==> src/rtl/dcp_i2c_pkg.sv <==
package dcp_i2c_pkg;
  typedef enum logic [3:0] {
    ST_IDLE, ST_ID, ST_ID_ACK, ST_REG, ST_REG_ACK,
    ST_WR, ST_WR_ACK, ST_RD, ST_RD_MACK, ST_RD_LOAD
  } bus_st_e;
  localparam logic [4:0] ID_PREFIX  = 5'b10100;
  localparam logic [7:0] PTR_WIPER  = 8'h00;
  localparam logic [7:0] PTR_CTRL   = 8'h02;
  localparam int         BUSY_BIT   = 5;
endpackage

==> src/rtl/i2c_line_sync.sv <==
module i2c_line_sync #(
  parameter int SYNC_STAGES = 2
) (
  input  logic clk_i,
  input  logic rst_ni,
  input  logic scl_i,
  input  logic sda_i,
  output logic sda_s_o,
  output logic scl_rise_o,
  output logic scl_fall_o,
  output logic start_o,
  output logic stop_o
);
  localparam int LAST = SYNC_STAGES - 1;
  logic [LAST:0] scl_ff, sda_ff;
  logic          scl_d, sda_d;

  always_ff @(posedge clk_i or negedge rst_ni) begin
    if (!rst_ni) begin
      scl_ff <= '1;
      sda_ff <= '1;
      scl_d  <= 1'b1;
      sda_d  <= 1'b1;
    end else begin
      scl_ff <= {scl_ff[LAST-1:0], scl_i};
      sda_ff <= {sda_ff[LAST-1:0], sda_i};
      scl_d  <= scl_ff[LAST];
      sda_d  <= sda_ff[LAST];
    end
  end

  assign sda_s_o    = sda_ff[LAST];
  assign scl_rise_o = scl_ff[LAST] & ~scl_d;
  assign scl_fall_o = ~scl_ff[LAST] & scl_d;
  // SDA edge while SCL high on both samples
  assign start_o    = scl_ff[LAST] & scl_d & sda_d & ~sda_ff[LAST];
  assign stop_o     = scl_ff[LAST] & scl_d & ~sda_d & sda_ff[LAST];
endmodule

==> src/rtl/i2c_dcp_fsm.sv <==
module i2c_dcp_fsm
  import dcp_i2c_pkg::*;
(
  input  logic       clk_i,
  input  logic       rst_ni,
  input  logic       pwr_busy_i,
  input  logic [1:0] addr_pins_i,
  input  logic       sda_s_i,
  input  logic       scl_rise_i,
  input  logic       scl_fall_i,
  input  logic       start_i,
  input  logic       stop_i,
  input  logic [7:0] rd_data_i,
  output logic       sda_oe_o,
  output logic [7:0] ptr_o,
  output logic       wr_en_o,
  output logic [7:0] wr_data_o
);
  bus_st_e    st_q;
  logic [2:0] cnt_q;
  logic [7:0] sh_q, ptr_q;
  logic       rw_q, oe_q, wr_en_q;
  logic [7:0] rx_byte;

  assign rx_byte = {sh_q[6:0], sda_s_i};

  always_ff @(posedge clk_i or negedge rst_ni) begin
    if (!rst_ni) begin
      st_q    <= ST_IDLE;
      cnt_q   <= '0;
      sh_q    <= '0;
      ptr_q   <= '0;
      rw_q    <= 1'b0;
      oe_q    <= 1'b0;
      wr_en_q <= 1'b0;
    end else begin
      wr_en_q <= 1'b0;
      if (start_i && !pwr_busy_i) begin
        st_q  <= ST_ID;
        cnt_q <= '0;
        oe_q  <= 1'b0;
      end else if (stop_i) begin
        st_q <= ST_IDLE;
        oe_q <= 1'b0;
      end else if (scl_rise_i) begin
        case (st_q)
          ST_ID, ST_REG, ST_WR: begin
            sh_q  <= rx_byte;
            cnt_q <= cnt_q + 3'd1;
            if (cnt_q == 3'd7) begin
              if (st_q == ST_ID) begin
                if (rx_byte[7:1] == {ID_PREFIX, addr_pins_i}) begin
                  rw_q <= rx_byte[0];
                  st_q <= ST_ID_ACK;
                end else begin
                  st_q <= ST_IDLE;
                end
              end else if (st_q == ST_REG) begin
                ptr_q <= rx_byte;
                st_q  <= ST_REG_ACK;
              end else begin
                wr_en_q <= 1'b1;
                st_q    <= ST_WR_ACK;
              end
            end
          end
          ST_RD: begin
            cnt_q <= cnt_q + 3'd1;
            if (cnt_q == 3'd7) st_q <= ST_RD_MACK;
          end
          ST_RD_MACK: st_q <= sda_s_i ? ST_IDLE : ST_RD_LOAD;
          default: ;
        endcase
      end else if (scl_fall_i) begin
        case (st_q)
          ST_ID_ACK, ST_REG_ACK, ST_WR_ACK: begin
            if (!oe_q) begin
              oe_q <= 1'b1;           // ninth clock: hold low
            end else begin
              oe_q  <= 1'b0;
              cnt_q <= '0;
              if (st_q == ST_ID_ACK && rw_q) begin
                sh_q <= rd_data_i;
                oe_q <= ~rd_data_i[7];
                st_q <= ST_RD;
              end else if (st_q == ST_ID_ACK) begin
                st_q <= ST_REG;
              end else begin
                st_q <= ST_WR;
              end
            end
          end
          ST_RD: begin
            sh_q <= {sh_q[6:0], 1'b0};
            oe_q <= ~sh_q[6];
          end
          ST_RD_MACK: oe_q <= 1'b0;
          ST_RD_LOAD: begin
            sh_q  <= rd_data_i;
            oe_q  <= ~rd_data_i[7];
            cnt_q <= '0;
            st_q  <= ST_RD;
          end
          default: ;
        endcase
      end
    end
  end

  assign sda_oe_o  = oe_q;
  assign ptr_o     = ptr_q;
  assign wr_en_o   = wr_en_q;
  assign wr_data_o = sh_q;

  assert_stop_release_R1: assert property (@(posedge clk_i) disable iff (!rst_ni)
    stop_i |=> (st_q == ST_IDLE && !sda_oe_o));
  assert_pwrup_idle_R2: assert property (@(posedge clk_i) disable iff (!rst_ni)
    pwr_busy_i |-> st_q == ST_IDLE);
  assert_drive_after_fall_R3: assert property (@(posedge clk_i) disable iff (!rst_ni)
    $rose(sda_oe_o) |-> $past(scl_fall_i));
endmodule

==> src/rtl/dcp_regs.sv <==
module dcp_regs
  import dcp_i2c_pkg::*;
#(
  parameter logic [7:0] WIPER_RST = 8'h80
) (
  input  logic       clk_i,
  input  logic       rst_ni,
  input  logic       wr_en_i,
  input  logic [7:0] ptr_i,
  input  logic [7:0] wr_data_i,
  input  logic       wip_i,
  output logic [7:0] rd_data_o,
  output logic [7:0] wiper_o
);
  localparam logic [7:0] BUSY_MASK = 8'(1 << BUSY_BIT);
  logic [7:0] wiper_q, ctrl_q;

  always_ff @(posedge clk_i or negedge rst_ni) begin
    if (!rst_ni) begin
      wiper_q <= WIPER_RST;
      ctrl_q  <= '0;
    end else if (wr_en_i && !wip_i) begin
      if (ptr_i == PTR_WIPER) wiper_q <= wr_data_i;
      if (ptr_i == PTR_CTRL)  ctrl_q  <= wr_data_i & ~BUSY_MASK;
    end
  end

  always_comb begin
    case (ptr_i)
      PTR_WIPER: rd_data_o = wiper_q;
      PTR_CTRL:  rd_data_o = (ctrl_q & ~BUSY_MASK) | (wip_i ? BUSY_MASK : 8'h00);
      default:   rd_data_o = 8'h00;
    endcase
  end

  assign wiper_o = wiper_q;

  assert_busy_hold_R8: assert property (@(posedge clk_i) disable iff (!rst_ni)
    wip_i |=> $stable(wiper_o));
endmodule

==> src/rtl/dcp_i2c_slave.sv <==
module dcp_i2c_slave #(
  parameter int         PWRUP_CYCLES = 256,
  parameter int         SYNC_STAGES  = 2,
  parameter logic [7:0] WIPER_RST    = 8'h80
) (
  input  logic       clk_i,
  input  logic       rst_ni,
  input  logic       scl_i,
  input  logic       sda_i,
  output logic       sda_oe_o,
  input  logic [1:0] addr_pins_i,
  input  logic       wip_i,
  output logic [7:0] wiper_o
);
  localparam int PW = $clog2(PWRUP_CYCLES + 1);

  logic [PW-1:0] pwr_cnt_q;
  logic          pwr_busy;
  logic          sda_s, scl_rise, scl_fall, start_c, stop_c;
  logic [7:0]    ptr, wr_data, rd_data;
  logic          wr_en;

  always_ff @(posedge clk_i or negedge rst_ni) begin
    if (!rst_ni)       pwr_cnt_q <= '0;
    else if (pwr_busy) pwr_cnt_q <= pwr_cnt_q + 1'b1;
  end
  assign pwr_busy = (pwr_cnt_q != PW'(PWRUP_CYCLES));

  i2c_line_sync #(.SYNC_STAGES(SYNC_STAGES)) u_sync (
    .clk_i, .rst_ni, .scl_i, .sda_i,
    .sda_s_o(sda_s), .scl_rise_o(scl_rise), .scl_fall_o(scl_fall),
    .start_o(start_c), .stop_o(stop_c)
  );

  i2c_dcp_fsm u_fsm (
    .clk_i, .rst_ni,
    .pwr_busy_i(pwr_busy), .addr_pins_i,
    .sda_s_i(sda_s), .scl_rise_i(scl_rise), .scl_fall_i(scl_fall),
    .start_i(start_c), .stop_i(stop_c), .rd_data_i(rd_data),
    .sda_oe_o, .ptr_o(ptr), .wr_en_o(wr_en), .wr_data_o(wr_data)
  );

  dcp_regs #(.WIPER_RST(WIPER_RST)) u_regs (
    .clk_i, .rst_ni,
    .wr_en_i(wr_en), .ptr_i(ptr), .wr_data_i(wr_data), .wip_i,
    .rd_data_o(rd_data), .wiper_o
  );
endmodule

==> config.mk <==
export PLATFORM = sky130hd
export DESIGN_NAME = dcp_i2c_slave
export DESIGN_NICKNAME = d
export VERILOG_FILES = /design/src/rtl/dcp_i2c_pkg.sv /design/src/rtl/i2c_line_sync.sv /design/src/rtl/i2c_dcp_fsm.sv /design/src/rtl/dcp_regs.sv /design/src/rtl/dcp_i2c_slave.sv
export SDC_FILE = /design/constraint.sdc
export NUM_CORES = 1
export LEC_CHECK = 0
export ABC_AREA = 1
export CAP_MARGIN = 20
export CORE_ASPECT_RATIO = 0.6
export CORE_UTILIZATION = 59
export DETAILED_ROUTE_END_ITERATION = 8
export GPL_ROUTABILITY_DRIVEN = 0
export GPL_TIMING_DRIVEN = 0
export PLACE_DENSITY = 0.79
export SLEW_MARGIN = 20
export SYNTH_ARGS = -nofsm -noshare
export SYNTH_HDL_FRONTEND = slang
export SYNTH_SLANG_ARGS = --single-unit
==> constraint.sdc <==
create_clock -name clk_i -period 2.6 [get_ports clk_i]
set_clock_uncertainty 0.15 [all_clocks]
set_input_delay 0.52 -clock clk_i [delete_from_list [all_inputs] [get_ports clk_i]]
set_output_delay 0.52 -clock clk_i [all_outputs]
set_load 0.02 [all_outputs]
# Yosys cells after proc, flatten, opt, wreduce, memory -nomap -nowiden
# Cells that the tools add are included.
# op_classes
addsub	2
n_eq_ne	24
n_reduce_logical	25
n_mux	44
bitwise_logic	17
# ops
cell	n
$mux W4	10
$mux W8	5
$pmux W8 S3	1
$mux W3	7
$reduce_and A7 Y1	3
$eq A4 B3 Y1 const B	4
$pmux W8 S2	1
$ne A5 B3 Y1 const B	3
$mux W1	13
$pmux W4 S3	1
$reduce_bool A4 Y1	3
$add A9 B1 Y9 const B	1
$ne A3 B2 Y1 const B	3
$ne A9 B9 Y1 const B	1
$not A1 Y1	9
$eq A4 B2 Y1 const B	2
$eq A4 B4 Y1 const B	2
$eq A8 B2 Y1 const B	1
$logic_not A8 Y1	1
$or A8 B8 Y8	1
$pmux W4 S2	1
$and A1 B1 Y1	7
$eq A7 B7 Y1	1
$mux W6	1
other kinds (22)	30
# totals
inputBits	7
out_inout_bits	9
register_bits	56
wordCells	126

# Depth between registers and ports, before layout
# logic_depth
word_depth	11
ltp_mapped	12
ltp_nobuf	12

# Hierarchy
# From an unflattened synthesis, not the netlist that was laid out.
# unflattened
hier_cells	416
hier_area_um2	3254.4
# modules_own_cells
mod	seq_area_each_um2	area_each_um2	n_inst	cells_per_inst
i2c_dcp_fsm	650.6	1717.9	1	230
dcp_regs	376.6	829.5	1	109
dcp_i2c_slave	225.2	508.0	1	60
i2c_line_sync	157.7	198.9	1	17

# Worst setup path before layout
# No wires, ideal clock.
# synth_timing
path_type	register to register
startpoint	register u_sync.scl_ff[1]
endpoint	register u_fsm.st_q[3]
synth_period_minus_slack_ns	1.911
arrival_time_ns	1.644
stages_incl_launch_ff	11
slack_ns	0.689
setup_ns	0.117
path_buffers	0
t_required_ns	2.333
path_cell_list	dfstp_2 > ha_1 > inv_1 > nor3_4 > inv_2 > nand2_1 > nor2_1 > nor2_2 > nand2_2 > nand2_1 > nand2_1
# synth_via
elab_chain_len	6
elab_cells_between_ends	19
cone_classes	4 x eq/ne; 3 x mux; 8 x bitwise; 4 x reduce/logical
# synth_rtl
item	line	text
start: declaration	i2c_line_sync.sv:15	logic [LAST:0] scl_ff, sda_ff;
start signal: assignment	i2c_line_sync.sv:25	scl_ff <= {scl_ff[LAST-1:0], scl_i};
$and A1 B1 Y1	i2c_line_sync.sv:36, i2c_line_sync.sv:37	
$and A1 B1 Y1 (2 in series)	i2c_line_sync.sv:36	assign start_o = scl_ff[LAST] & scl_d & sda_d & ~sda_ff[LAST];
$logic_and A1 B1 Y1	i2c_dcp_fsm.sv:38	if (start_i && !pwr_busy_i) begin
$ne A6 B1 Y1 (no source line), or another cell as far along	--	
$reduce_and A6 Y1 (no source line)	--	
end signal: assignment	i2c_dcp_fsm.sv:71	ST_RD_MACK: st_q <= sda_s_i ? ST_IDLE : ST_RD_LOAD;
end: declaration	i2c_dcp_fsm.sv:19	bus_st_e st_q;
# Several ways; a longest one is shown, not always the timed one.
# A chain may end at the register's enable or synchronous reset.

# Final worst setup path
# layout_timing
startpoint	register u_sync.scl_ff[1]
endpoint	register u_fsm.st_q[0]
# The elaborated chain is that of the path after synthesis.

==> run summary <==
Die X: 92.8 um
DRC Markers: 0
Post-CTS Hold Fix Bufs: 0
Post-synth EDFFs: 0
Hpwl dp: 4.75 mm
Mapped Area: 0.00292 mm2
Vias in the first global route: 2339
Max-slew headroom: 54.2%
Max-Cap Viols: 0
H-tree levels: 2
Most common cell in the netlist: nand2_1
Top cell by count, worst path: nand2_1
Syn avg cell area: 7.92 um2
Top FF cell, synth: dfrtp_1
Worst EP arrival: 2.33 ns
CP max stage delay: 0.57 ns
Status: completed
Async SR Flop Fraction: 100%
Static Leak: 0.00154 uW
Ports: 16
Crit Path Class: register to register
Sequential area share after synthesis: 48.3%
CTS root buf: clkbuf_8
DR vias: 2475
DR pass1 iterations: 6
Via density: 5.44
Share of cells above drive strength 1: 10.2%
Antenna violations before repair: 0
Net count after synthesis: 383
Worst r2r path cells: 10
Initial Util: 62.7%
Number of diodes: 0
Hold WC Path Type: input pin to asynchronous set/reset pin
Total Routing Usage GR: 26.7%
Ys Warns: 0
Largest net degree at the start of global routing: 57
RSZ-0062 raised after global routing: no
Die Span Y: 56.5 um
Reg clk slew, reported paths: 0.10 ns
Final wirelength: 6.27 mm
Worst-margin pin slew: 0.688 ns
Row Count: 19
Worst-Skew Late Latency: 0.30 ns
Yosys cell types: 35
Nature of the critical path endpoint: register
Post_cts resized: 0
Cell taking the most area after synthesis: dfrtp_1
Yosys top cell area share: 42.0%
Synthesized instance count: 369
Slowest cell on the critical path: dfstp_2
Crit Path Max Fanout: 5
Ranking of synthesized cells by area: dfrtp_1, nand2_1, dfstp_2
Core Region: 0.00466 mm2
Layout Cells excl Fill: 455
Crit start category: register
Peak VDD IR: 0.000323 V
Avg WL per Cell: 13.8 um
Fmax: 439 MHz
Initial DRC Count: 212
Hold_ws: 0.0815 ns
ANT nets after route: 0
Final setup fails: 0
DP Cell Count: 447
Power density cells: 655 mW/mm2
Yosys reg bits: 56
First-pass GRT wire length: 10.7 mm
Max clock buf depth: 2
Synthesis-to-layout area growth: 11.0%
Crit-path cells: ha_1 > inv_1 > nor3_4 > inv_2 > nand2_1 > nor2_1 > nor2_2 > nand2_2 > nand2_1 > nand2_1
Fin crit share: 87.6%
Post-synth top cells: nand2_1, dfrtp_1, inv_1
CTS tree: built
Post-CTS setup buffers: 0
Final-report max-slew violation count: 0
Fin crit period: 2.28 ns
Die area: 0.00525 mm2
Final hold viol count: 0
GRT Residual Overflow: 0
Critical Path RT: 2.65 ns
CTS Sinks: 56
Num CTS Buffers: 5
Nets: 405
Port buffer count: 15
Worst setup slack after layout: 0.322 ns
Dpl ws: 0.378 ns
-- final cells by class --
type | count | area [um2]
Sequential cell | 56 | 1410
Inverter | 45 | 169
Buffer | 8 | 46.3
Multi-Input combinational cell | 260 | 1300
Fill cell | 396 | 1420
Clock inverter | 1 | 7.51
Timing Repair Buffer | 15 | 148
Clock buffer | 7 | 86.3
Tap cell | 63 | 78.8
-- final timing paths --
kind	start	slack (ns)	endpoint
max	u_sync.scl_ff[1]$_DFF_PN1_	0.32	u_fsm.st_q[0]$_DFFE_PN0P_
min	rst_ni	0.08	u_regs.wiper_o[1]$_DFFE_PN0P_
max reg2reg	u_sync.scl_ff[1]$_DFF_PN1_	0.32	u_fsm.st_q[0]$_DFFE_PN0P_
min reg2reg	u_sync.scl_ff[0]$_DFF_PN1_	0.21	u_sync.scl_ff[1]$_DFF_PN1_
max in group asynchronous	rst_ni	1.74	u_regs.ctrl_q[7]$_DFFE_PN0P_
min in group clk_i	u_sync.scl_ff[0]$_DFF_PN1_	0.21	u_sync.scl_ff[1]$_DFF_PN1_
-- logic make-up after synthesis --
kind of cell,after synthesis,share of synthesized area [%]
adders and majority gates,7,3.00
DFF,56,48.3
xor gates and xnor gates,7,2.10
and+or+nand+nor,192,29.1
buffers and inverters,53,7.37
muxes,1,0.385
AOI/OAI and AO/OA,53,9.77
-- critical path, delay by kind of cell, from the launching register on --
family | cells | cell delay [ns]
flip-flops | 1 | 0.57
adder cells (fa/ha/maj) | 1 | 0.16
buffers and inverters | 2 | 0.20
AND/OR/NAND/NOR | 7 | 1.10
-- sequential cells by signal, indices dropped and copies added, names as in the netlist, 3 cells and up --
register         cells
pwr_cnt_q            9
u_fsm.ptr_o          8
u_fsm.wr_data_o      8
u_regs.wiper_o       8
u_regs.ctrl_q        7
u_fsm.st_q           4
u_fsm.cnt_q          3
-- placed cells by master (no fill, tap or decap), types with 2 or more instances in the layout --
| master | netlist | layout |
|---|---|---|
| nand2_1 | 106 | 106 |
| inv_1 | 41 | 41 |
| clkdlybuf4s50_1 | 0 | 14 |
| xor2_1 | 6 | 6 |
| o21ai_0 | 33 | 33 |
| nor3_4 | 2 | 2 |
| dfstp_2 | 7 | 7 |
| a21oi_1 | 12 | 12 |
| nand2_2 | 3 | 3 |
| nor2_1 | 31 | 31 |
| inv_2 | 4 | 4 |
| nand3_1 | 28 | 28 |
| nor2_2 | 5 | 5 |
| nand4_1 | 6 | 6 |
| ha_1 | 7 | 7 |
| clkbuf_8 | 0 | 6 |
| buf_4 | 2 | 3 |
| o21ai_1 | 2 | 2 |
| nor3_1 | 5 | 5 |
| clkbuf_1 | 4 | 5 |
| dfrtp_1 | 49 | 49 |
-- power breakdown --
group          leakage, uW  switching (uW)  internal (uW)
clock            0.0000445             268            217
combinational     0.000770             416            202
sequential        0.000729            77.4            942
total              0.00154             761           1360
-- stage by stage --
| step | total power (uW) | instance area, um2 | util [%] | setup TNS [ns] |
|---|---|---|---|---|
| after floorplan | 1470 | 2920 | - | 0 |
| after global placement | 1620 | 3150 | 67.6 | -42.77 |
| after detailed placement | 1640 | 3150 | 67.6 | 0 |
| after CTS | 2120 | 3240 | 69.6 | 0 |
| after global routing | 2260 | 3240 | 69.6 | 0 |
| final | 2120 | 3240 | 69.6 | 0 |
-- routing by layer --
layer  track usage (%)  share of wire (%)  vias to the layer above
li1                  -                  -                     1225
met1              40.6                 49                     1147
met3              8.40                9.3                        5
met2              37.5                 41                       98
met4              5.27               0.61                        0
met5                 0                  0                        -
Note: power is estimated with default switching activity, not from simulation.
